<file path="config.mk">
export PLATFORM = sky130hd
export DESIGN_NAME = usec_tick_gen
export DESIGN_NICKNAME = d
export VERILOG_FILES = /design/src/rtl/usec_tick_pkg.sv /design/src/rtl/usec_ratio_reg.sv /design/src/rtl/usec_phase_acc.sv /design/src/rtl/usec_counter.sv /design/src/rtl/usec_read_port.sv /design/src/rtl/usec_tick_gen.sv
export SDC_FILE = /design/constraint.sdc
export NUM_CORES = 1
export LEC_CHECK = 0
export ABC_AREA = 1
export BUFFER_PORTS_ARGS = -buffer_cell sky130_fd_sc_hd__buf_2
export CORE_MARGIN = 10
export CORE_UTILIZATION = 35
export CTS_CLUSTER_SIZE = 25
export DETAILED_ROUTE_END_ITERATION = 10
export PLACE_DENSITY = 0.63
export SETUP_SLACK_MARGIN = 0.05
export SYNTH_ARGS = -nofsm -noshare
export SYNTH_HDL_FRONTEND = slang
export SYNTH_HIERARCHICAL = 1
export SYNTH_SLANG_ARGS = --single-unit
</file>
<file path="constraint.sdc">
create_clock -name clk -period 4.85 [get_ports clk]
set_input_delay 0 -clock clk [delete_from_list [all_inputs] [get_ports clk]]
set_output_delay 0 -clock clk [all_outputs]
set_load 0.01 [all_outputs]
</file>
<file path="src/rtl/usec_tick_pkg.sv">
package usec_tick_pkg;
  localparam int unsigned RATIO_FIELD_W = 8;
  localparam int unsigned RATIO_W       = 2 * RATIO_FIELD_W;

  typedef struct packed {
    logic [RATIO_FIELD_W-1:0] divisor_m1;
    logic [RATIO_FIELD_W-1:0] dividend_m1;
  } ratio_cfg_t;
endpackage

</file>
<file path="src/rtl/usec_ratio_reg.sv">
module usec_ratio_reg
  import usec_tick_pkg::*;
#(
  parameter int unsigned    ADDR_W    = 8,
  parameter logic [ADDR_W-1:0] RATIO_ADDR = 8'h14,
  parameter logic [RATIO_W-1:0] RESET_VAL = 16'h000B
) (
  input  logic              clk,
  input  logic              rst,
  input  logic              bus_sel,
  input  logic              bus_wr,
  input  logic [ADDR_W-1:0] bus_addr,
  input  logic [RATIO_W-1:0] wr_value,
  output ratio_cfg_t        ratio_q,
  output logic              ratio_wr
);
  assign ratio_wr = bus_sel && bus_wr && (bus_addr == RATIO_ADDR);

  always_ff @(posedge clk) begin
    if (rst) begin
      ratio_q <= ratio_cfg_t'(RESET_VAL);
    end else if (ratio_wr) begin
      ratio_q <= ratio_cfg_t'(wr_value);
    end
  end
endmodule

</file>
<file path="src/rtl/usec_phase_acc.sv">
module usec_phase_acc #(
  parameter int unsigned FIELD_W = 8
) (
  input  logic               clk,
  input  logic               rst,
  input  logic               clear,
  input  logic [FIELD_W-1:0] dividend_m1,
  input  logic [FIELD_W-1:0] divisor_m1,
  output logic               tick_q
);
  localparam int unsigned ACC_W = FIELD_W + 2;

  logic [ACC_W-1:0] acc_q;
  logic [ACC_W-1:0] step;
  logic [ACC_W-1:0] thresh;
  logic [ACC_W-1:0] sum;
  logic [ACC_W-1:0] acc_d;
  logic             tick_d;

  assign step   = ACC_W'(divisor_m1) + ACC_W'(1);
  assign thresh = ACC_W'(dividend_m1) + ACC_W'(1);
  assign sum    = acc_q + step;

  always_comb begin
    acc_d  = sum;
    tick_d = 1'b0;
    if (clear) begin
      acc_d  = '0;
      tick_d = 1'b0;
    end else if (step >= thresh) begin
      acc_d  = '0;
      tick_d = 1'b1;
    end else if (sum >= thresh) begin
      acc_d  = sum - thresh;
      tick_d = 1'b1;
    end
  end

  always_ff @(posedge clk) begin
    if (rst) begin
      acc_q  <= '0;
      tick_q <= 1'b0;
    end else begin
      acc_q  <= acc_d;
      tick_q <= tick_d;
    end
  end
endmodule

</file>
<file path="src/rtl/usec_counter.sv">
module usec_counter #(
  parameter int unsigned CNT_W = 32
) (
  input  logic             clk,
  input  logic             rst,
  input  logic             advance,
  output logic [CNT_W-1:0] count_q
);
  always_ff @(posedge clk) begin
    if (rst) begin
      count_q <= '0;
    end else if (advance) begin
      count_q <= count_q + CNT_W'(1);
    end
  end
endmodule

</file>
<file path="src/rtl/usec_read_port.sv">
module usec_read_port
  import usec_tick_pkg::*;
#(
  parameter int unsigned       ADDR_W     = 8,
  parameter int unsigned       DATA_W     = 32,
  parameter int unsigned       CNT_W      = 32,
  parameter logic [ADDR_W-1:0] RATIO_ADDR = 8'h14,
  parameter logic [ADDR_W-1:0] COUNT_ADDR = 8'h10
) (
  input  logic              clk,
  input  logic              rst,
  input  logic              bus_sel,
  input  logic              bus_wr,
  input  logic [ADDR_W-1:0] bus_addr,
  input  ratio_cfg_t        ratio_q,
  input  logic [CNT_W-1:0]  count_q,
  output logic [DATA_W-1:0] rdata_q
);
  logic [DATA_W-1:0] count_ext;
  logic [DATA_W-1:0] ratio_ext;
  logic [DATA_W-1:0] rd_mux;

  generate
    if (CNT_W < DATA_W) begin : g_cnt_pad
      assign count_ext = {{(DATA_W-CNT_W){1'b0}}, count_q};
    end else begin : g_cnt_trunc
      assign count_ext = count_q[DATA_W-1:0];
    end
    if (RATIO_W < DATA_W) begin : g_ratio_pad
      assign ratio_ext = {{(DATA_W-RATIO_W){1'b0}}, ratio_q};
    end else begin : g_ratio_trunc
      assign ratio_ext = ratio_q[DATA_W-1:0];
    end
  endgenerate

  always_comb begin
    rd_mux = '0;
    if (bus_addr == COUNT_ADDR) begin
      rd_mux = count_ext;
    end else if (bus_addr == RATIO_ADDR) begin
      rd_mux = ratio_ext;
    end
  end

  always_ff @(posedge clk) begin
    if (rst) begin
      rdata_q <= '0;
    end else if (bus_sel && !bus_wr) begin
      rdata_q <= rd_mux;
    end
  end
endmodule

</file>
<file path="src/rtl/usec_tick_gen.sv">
module usec_tick_gen
  import usec_tick_pkg::*;
#(
  parameter int unsigned        ADDR_W     = 8,
  parameter int unsigned        DATA_W     = 32,
  parameter int unsigned        CNT_W      = 32,
  parameter logic [ADDR_W-1:0]  COUNT_ADDR = 8'h10,
  parameter logic [ADDR_W-1:0]  RATIO_ADDR = 8'h14,
  parameter logic [RATIO_W-1:0] RATIO_RST  = 16'h000B
) (
  input  logic              clk,
  input  logic              rst,
  input  logic              bus_sel,
  input  logic              bus_wr,
  input  logic [ADDR_W-1:0] bus_addr,
  input  logic [DATA_W-1:0] bus_wdata,
  output logic [DATA_W-1:0] bus_rdata,
  output logic              tick_o
);
  ratio_cfg_t       cfg_q;
  logic             cfg_wr;
  logic [CNT_W-1:0] count_q;

  usec_ratio_reg #(
    .ADDR_W    (ADDR_W),
    .RATIO_ADDR(RATIO_ADDR),
    .RESET_VAL (RATIO_RST)
  ) ratio_i (
    .clk      (clk),
    .rst      (rst),
    .bus_sel  (bus_sel),
    .bus_wr   (bus_wr),
    .bus_addr (bus_addr),
    .wr_value (bus_wdata[RATIO_W-1:0]),
    .ratio_q  (cfg_q),
    .ratio_wr (cfg_wr)
  );

  usec_phase_acc #(
    .FIELD_W(RATIO_FIELD_W)
  ) acc_i (
    .clk        (clk),
    .rst        (rst),
    .clear      (cfg_wr),
    .dividend_m1(cfg_q.dividend_m1),
    .divisor_m1 (cfg_q.divisor_m1),
    .tick_q     (tick_o)
  );

  usec_counter #(
    .CNT_W(CNT_W)
  ) cnt_i (
    .clk    (clk),
    .rst    (rst),
    .advance(tick_o),
    .count_q(count_q)
  );

  usec_read_port #(
    .ADDR_W    (ADDR_W),
    .DATA_W    (DATA_W),
    .CNT_W     (CNT_W),
    .RATIO_ADDR(RATIO_ADDR),
    .COUNT_ADDR(COUNT_ADDR)
  ) rd_i (
    .clk     (clk),
    .rst     (rst),
    .bus_sel (bus_sel),
    .bus_wr  (bus_wr),
    .bus_addr(bus_addr),
    .ratio_q (cfg_q),
    .count_q (count_q),
    .rdata_q (bus_rdata)
  );
endmodule

</file>
==> results of run 1 <==
## registers in the layout, summed over array words and instances, names as in the netlist
name,flops
cnt_i/count_q,32
rd_i/rdata_q,32
ratio_i/ratio_q,16
acc_i/acc_q,10
acc_i/tick_q,1
## cells by family after synthesis
family / after synthesis / share of synthesized area, %
and+or+nand+nor: 556 / 44.4
buffers and inverters: 165 / 10.8
DFF: 91 / 28.1
AOI/OAI and AO/OA: 83 / 7.54
adders and majority gates: 33 / 6.61
xor gates and xnor gates: 19 / 2.57
## worst max-delay path: cells and delay by family (launching register included)
kind,cells,cell delay (ps)
DFF,1,430
adders and majority gates,3,940
buffers and inverters,2,150
xor gates and xnor gates,1,160
AOI/OAI and AO/OA,3,610
and+or+nand+nor,10,1410
## placed cells by master, fill, tap and decap left out, types with 9 or more instances in the layout
| cell type | Yosys | layout |
|---|---|---|
| a21oi_1 | 37 | 37 |
| a21oi_2 | 10 | 10 |
| buf_2 | 9 | 60 |
| clkbuf_16 | 0 | 9 |
| dfxtp_1 | 91 | 91 |
| ha_1 | 31 | 31 |
| inv_1 | 129 | 129 |
| nand2_1 | 192 | 192 |
| nand2_2 | 21 | 21 |
| nand2_4 | 16 | 16 |
| nand3_1 | 92 | 92 |
| nand3_2 | 9 | 9 |
| nand4_1 | 36 | 36 |
| nor2_1 | 130 | 130 |
| nor2_2 | 25 | 24 |
| nor2_4 | 10 | 11 |
| o21ai_0 | 26 | 26 |
| xor2_1 | 11 | 11 |
## how the worst max path moves through the flow
stage	to	slack, ps
final	acc_i/tick_q$_SDFF_PP0_	1020
after global routing	acc_i/acc_q[4]$_SDFF_PP0_	690
after detailed placement	acc_i/tick_q$_SDFF_PP0_	1020
after floorplan	acc_i/tick_q$_SDFF_PP0_	1540
after global placement	acc_i/tick_q$_SDFF_PP0_	1110
after CTS	acc_i/tick_q$_SDFF_PP0_	1000
## per-stage QoR
step	instance area, um^2	setup slack, ps	power [mW]	cells
after floorplan	6470	1540	1.74	947
after global placement	6900	1110	1.88	1211
after CTS	7250	1000	2.59	1233
final	7250	1020	2.57	1233
after detailed placement	6900	1020	1.89	1211
after global routing	7250	693	2.75	1233
## power groups by stage
stage               Combinational (mW)  Sequential (mW)  Clock, mW
finish                            1.02            0.860      0.684
global route                      1.15            0.869      0.734
CTS                               1.03            0.860      0.700
detailed placement                1.02            0.876          0
global placement                  1.00            0.877          0
floorplan                        0.877            0.866          0
## metal layers
layer,share of wire [%],vias to the layer above,global-route usage [%]
met5,0,-,0
met4,2.1,0,5.31
met3,3.7,24,2.18
met2,47,95,22.8
met1,47,2684,16.9
li1,-,3131,-
## area by class of cell
cell class              count  area share, %
clock buffers              11           3.49
clock inverters             5          0.518
inverters                 139           7.25
multi-input cells         691           54.6
flip-flops and latches     91           25.1
well taps                 229           3.95
repair buffers             67           5.07
==> results_dict.tcl, run 1 <==
set metrics [dict create \
    path_class "register to register" \
    seqPwrFrac_pct 33.5 \
    grt_pass1_wl_um 27000 \
    synth_edf_count 0 \
    synth_area_leader_cell "dfxtp_1" \
    synth-seq-area-share_pct 28.1 \
    row_count 49 \
    yosys_register_bits 91 \
    synthFlopType "dfxtp_1" \
    synth_most_common_cell "nand2_1" \
    finalMaxSlewViolations 0 \
    endpoint_kind "register" \
    yosysTopAreaCellShare_pct 28.1 \
    start_kind "register" \
    setup_violations 0 \
    grt_start_max_net_pins 65 \
    period_share_pct 78.9 \
    status "complete, no violations" \
    n_antenna_cell 0 \
    drt_first_pass_iters 5 \
    holdBufCountCts 6 \
    fin_tns_setup_ps 0 \
    vias 5934 \
    hold_viol 0 \
    reg2reg_from "ratio_i/ratio_q[8]$_SDFFE_PP0P_" \
    wirelength_um 16300 \
    cts.clk_slew.worst_paths_ps 70 \
    antenna_left 0 \
    cts_tree "done" \
    synth_cell_types 48 \
    overflow 0 \
    netlist_area_um2 6470 \
    dieWidth_um 156 \
    syn_inst 947 \
    fin_skew_ps 8.66 \
    yosysWarnings 6 \
    power_frac_comb_pct 39.9 \
    crit_arrival_ps 4080 \
    power.share.switching_pct 38.8 \
    crit_start "ratio_i/ratio_q[8]$_SDFFE_PP0P_" \
    drive_gt1_share_pct 19.3 \
    clock_sinks 91 \
    dp_hpwl_um 12700 \
    die_h_um 156 \
    holdPathStages 5 \
    rr_worst_depth 19 \
    nets 1076 \
    power.share.clock_pct 26.6 \
    min_to "ratio_i/ratio_q[12]$_SDFFE_PP0P_" \
    p_sw_uw 997 \
    antenna_found_initial 0 \
    place.gp.congestion 0.853 \
    cts_resized 0 \
    rr_endpoint "acc_i/tick_q$_SDFF_PP0_" \
    p_leak_nw 3.63 \
    io_pins 77 \
    crit_chain "ha_1, nand3_1, nor3b_1, xnor2_1, inv_1, ha_1, nand2_1, nand2_1, nor2_1, nand2_1, nand2_1, nand2_1, ha_1, a21oi_1, o21ai_2, nor2_8, nand3_4, o21ai_1, inv_1" \
    die_area_um2 24300 \
    initial_core_util_pct 35.8 \
    cap_violations 0 \
    critPathMaxStageDelay_ps 430 \
    vias_per_cell 4.81 \
    fmax_ghz 0.261 \
    synthTopCellsByCount "nand2_1, nor2_1, inv_1" \
    multi_input_area_um2 3960 \
    slowest_stage "dfxtp_1" \
    clock_path_buffers 2 \
    insertion_delay_ps 350 \
    ir_worst_vdd_mv 0.176 \
    syn2layout_area_growth_pct 12.0 \
    design.core.area_um2 18100 \
    utilization_pct 40.1 \
    routedWlPerCell_um 13.2 \
    cp.required_ps 5100 \
    hold_start "bus_wdata[12]" \
    post_cts_buffers 0 \
    cts_buffers 9 \
    route.detailed.drc 0 \
    period_needed_ps 3830 \
    slew_headroom_pct 20.7 \
    port_buffers 60 \
    grt_util_all_layers_pct 13.5 \
    synth_async_sr_flop_share_pct 0 \
    drt_iter0_drc 312 \
    critPathMaxFanout 15 \
    crit_top_cell "nand2_1" \
    syn_avg_cell_area_um2 6.83 \
    holdWs_ps 4.78 \
    fillers 1929 \
    synthTopCellsByArea "dfxtp_1, nand2_1, nor2_1" \
    regArea_um2 1820 \
    syn-num-nets 1024 \
    ff2ff_setup_slack_ps 1020 \
    grt_pass1_vias 5565 \
    intPower_mw 1.57 \
    power_density_nw_per_um2 354 \
    cts_root_buf "clkbuf_16" \
    hp-class "primary input to register" \
    htree_levels 3 \
    worst_pin_slew_ps 1190 \
    rsz0062_at_grt "no" \
]
No activity file was read; power rests on OpenSTA's default activity.
==> run 2: changes to the inputs <==
==> constraint.sdc (replaced) <==
create_clock -name clk -period 3.8 [get_ports clk]
set_input_delay 0 -clock clk [delete_from_list [all_inputs] [get_ports clk]]
set_output_delay 0 -clock clk [all_outputs]
set_load 0.01 [all_outputs]
==> results_dict.tcl, run 2 (same netlist as run 1, synthesis figures left out) <==
set metrics [dict create \
    placed_area_um2 6950 \
    fin_area_um2 7400 \
    io_pins 77 \
    port_buffers 60 \
    dieWidth_um 156 \
    routedWlPerCell_um 13.3 \
    power.share.switching_pct 37.8 \
    grt_pass1_wl_um 27900 \
    grt_start_max_net_pins 41 \
    wirelength_um 16600 \
    final_common_cell "nand2_1" \
    die_area_um2 24300 \
    ff2ff_setup_slack_ps 340 \
    hold_viol 0 \
    fmax_ghz 0.289 \
    rr_endpoint "acc_i/acc_q[8]$_SDFF_PP0_" \
    fin_skew_ps 10.3 \
    cap_violations 0 \
    status "complete, no violations" \
    die_h_um 156 \
    stdcell_count 1244 \
    finalPower_mw 3.42 \
    reg_top3 "cnt_i/count_q x32, rd_i/rdata_q x32, ratio_i/ratio_q x16" \
    utilization_pct 40.9 \
    overflow 0 \
    place.gp.congestion 0.827 \
    grt_pass1_vias 5598 \
    crit_start "ratio_i/ratio_q[9]$_SDFFE_PP0P_" \
    insertion_delay_ps 350 \
    reg2reg_from "ratio_i/ratio_q[9]$_SDFFE_PP0P_" \
    holdPathStages 5 \
    drt_iter0_drc 303 \
    antenna_left 0 \
    setup_violations 0 \
    layout_common_cells "nand2_1, nor2_1, inv_1, nand3_1, dfxtp_1" \
    fin_ws_ps 336 \
    row_count 49 \
    fin_tns_setup_ps 0 \
    min_to "ratio_i/ratio_q[6]$_SDFFE_PP0P_" \
    grt_util_all_layers_pct 13.9 \
    period_share_pct 91.2 \
    slew_headroom_pct 36.1 \
    nets 1088 \
    crit_arrival_ps 3710 \
    vias 5889 \
    hold_start "bus_wdata[6]" \
    endpoint_kind "register" \
    cts_buffers 9 \
    clock_path_buffers 2 \
    drt_first_pass_iters 5 \
    ir_worst_vdd_mv 0.248 \
    power_density_nw_per_um2 461 \
    finalMaxSlewViolations 0 \
    syn2layout_area_growth_pct 14.4 \
    drive_gt1_share_pct 20.4 \
    cts.clk_slew.worst_paths_ps 60 \
    power.share.clock_pct 28.0 \
    power_frac_comb_pct 39.8 \
    vias_per_cell 4.73 \
    place_ws_ps 124 \
    htree_levels 3 \
    antenna_found_initial 0 \
    p_sw_mw 1.29 \
    critPathMaxFanout 8 \
    cp.required_ps 4040 \
    intPower_mw 2.12 \
    worst_pin_slew_ps 956 \
    dp_hpwl_um 12800 \
    initial_core_util_pct 35.8 \
    clock_sinks 91 \
    path_class "register to register" \
    period_needed_ps 3460 \
    route.detailed.drc 0 \
    rr_worst_depth 19 \
    rsz0062_at_grt "yes" \
    design.core.area_um2 18100 \
    holdWs_ps 8.94 \
    start_kind "register" \
    dpl.cell_count 1217 \
    n_antenna_cell 0 \
    cts_tree "done" \
    seqPwrFrac_pct 32.2 \
    cts_root_buf "clkbuf_16" \
    p_leak_nw 3.70 \
    hp-class "primary input to register" \
]
[run 2: cell count changes in the layout (fill, tap and decap cells not counted), moves of 2 or more]
cell | previous run | this run
buf_4 | 1 | 8
clkbuf_8 | 2 | 0
dlygate4sd3_1 | 6 | 10
ha_2 | 0 | 2
ha_1 | 31 | 29
clkinvlp_4 | 2 | 0
a21oi_1 | 37 | 35
a21oi_2 | 10 | 12
bufinv_16 | 0 | 2
[run 2: how the worst max path moves through the flow]
stage	end	slack, ps	cells after the start
2_1_floorplan	acc_i/tick_q$_SDFF_PP0_	490	20
3_3_place_gp	acc_i/tick_q$_SDFF_PP0_	170	19
3_5_place_dp	acc_i/tick_q$_SDFF_PP0_	120	19
4_1_cts	acc_i/tick_q$_SDFF_PP0_	110	19
5_1_grt	acc_i/acc_q[8]$_SDFF_PP0_	60	19
6_report	acc_i/acc_q[8]$_SDFF_PP0_	340	19
[run 2: power by group through the flow]
stage	clock (mW)	sequential, mW	combinational (mW)
3_3_place_gp	0	1.12	1.29
5_1_grt	1.01	1.11	1.53
3_5_place_dp	0	1.12	1.30
2_1_floorplan	0	1.11	1.12
6_report	0.958	1.10	1.36
4_1_cts	0.981	1.10	1.31
[run 2: area by class of cell]
cell class | count | area, um^2
sequential | 91 | 1820
multi-input combinational | 692 | 4000
inverter | 139 | 526
timing repair buffer | 78 | 460
clock inverter | 5 | 78.8
clock buffer | 10 | 229
fill | 1889 | 10700
tap | 229 | 287
[run 2: worst max-delay path, cell delays in order (launching register included)]
cell and delay (ps):
dfxtp_1 370, ha_1 230, nand3_1 150, nor3b_2 250
xnor2_1 140, inv_1 100, ha_2 390, nand2_1 100
nor2_1 90, nand2_1 90, nand3_1 150, nand2_1 110
ha_1 350, nand3_2 150, nor2_8 160, nand3_4 140
nand3_4 200, inv_1 60, nor2_1 100, nor2_1 50
[run 2: repair_timing]
item | in CTS | in global routing
hold buffers | 10 | 0
setup buffers | 0 | 1
hold endpoints to repair | 10 | 0
gates resized for setup | 0 | 8
setup endpoints to repair | 0 | 11
[run 2: per-layer routing]
layer  GRT usage, %  share of wire [%]
met1           17.7                 47
met2           23.7                 48
met3           2.10                3.6
met4           4.36                1.5
met5              0                  0
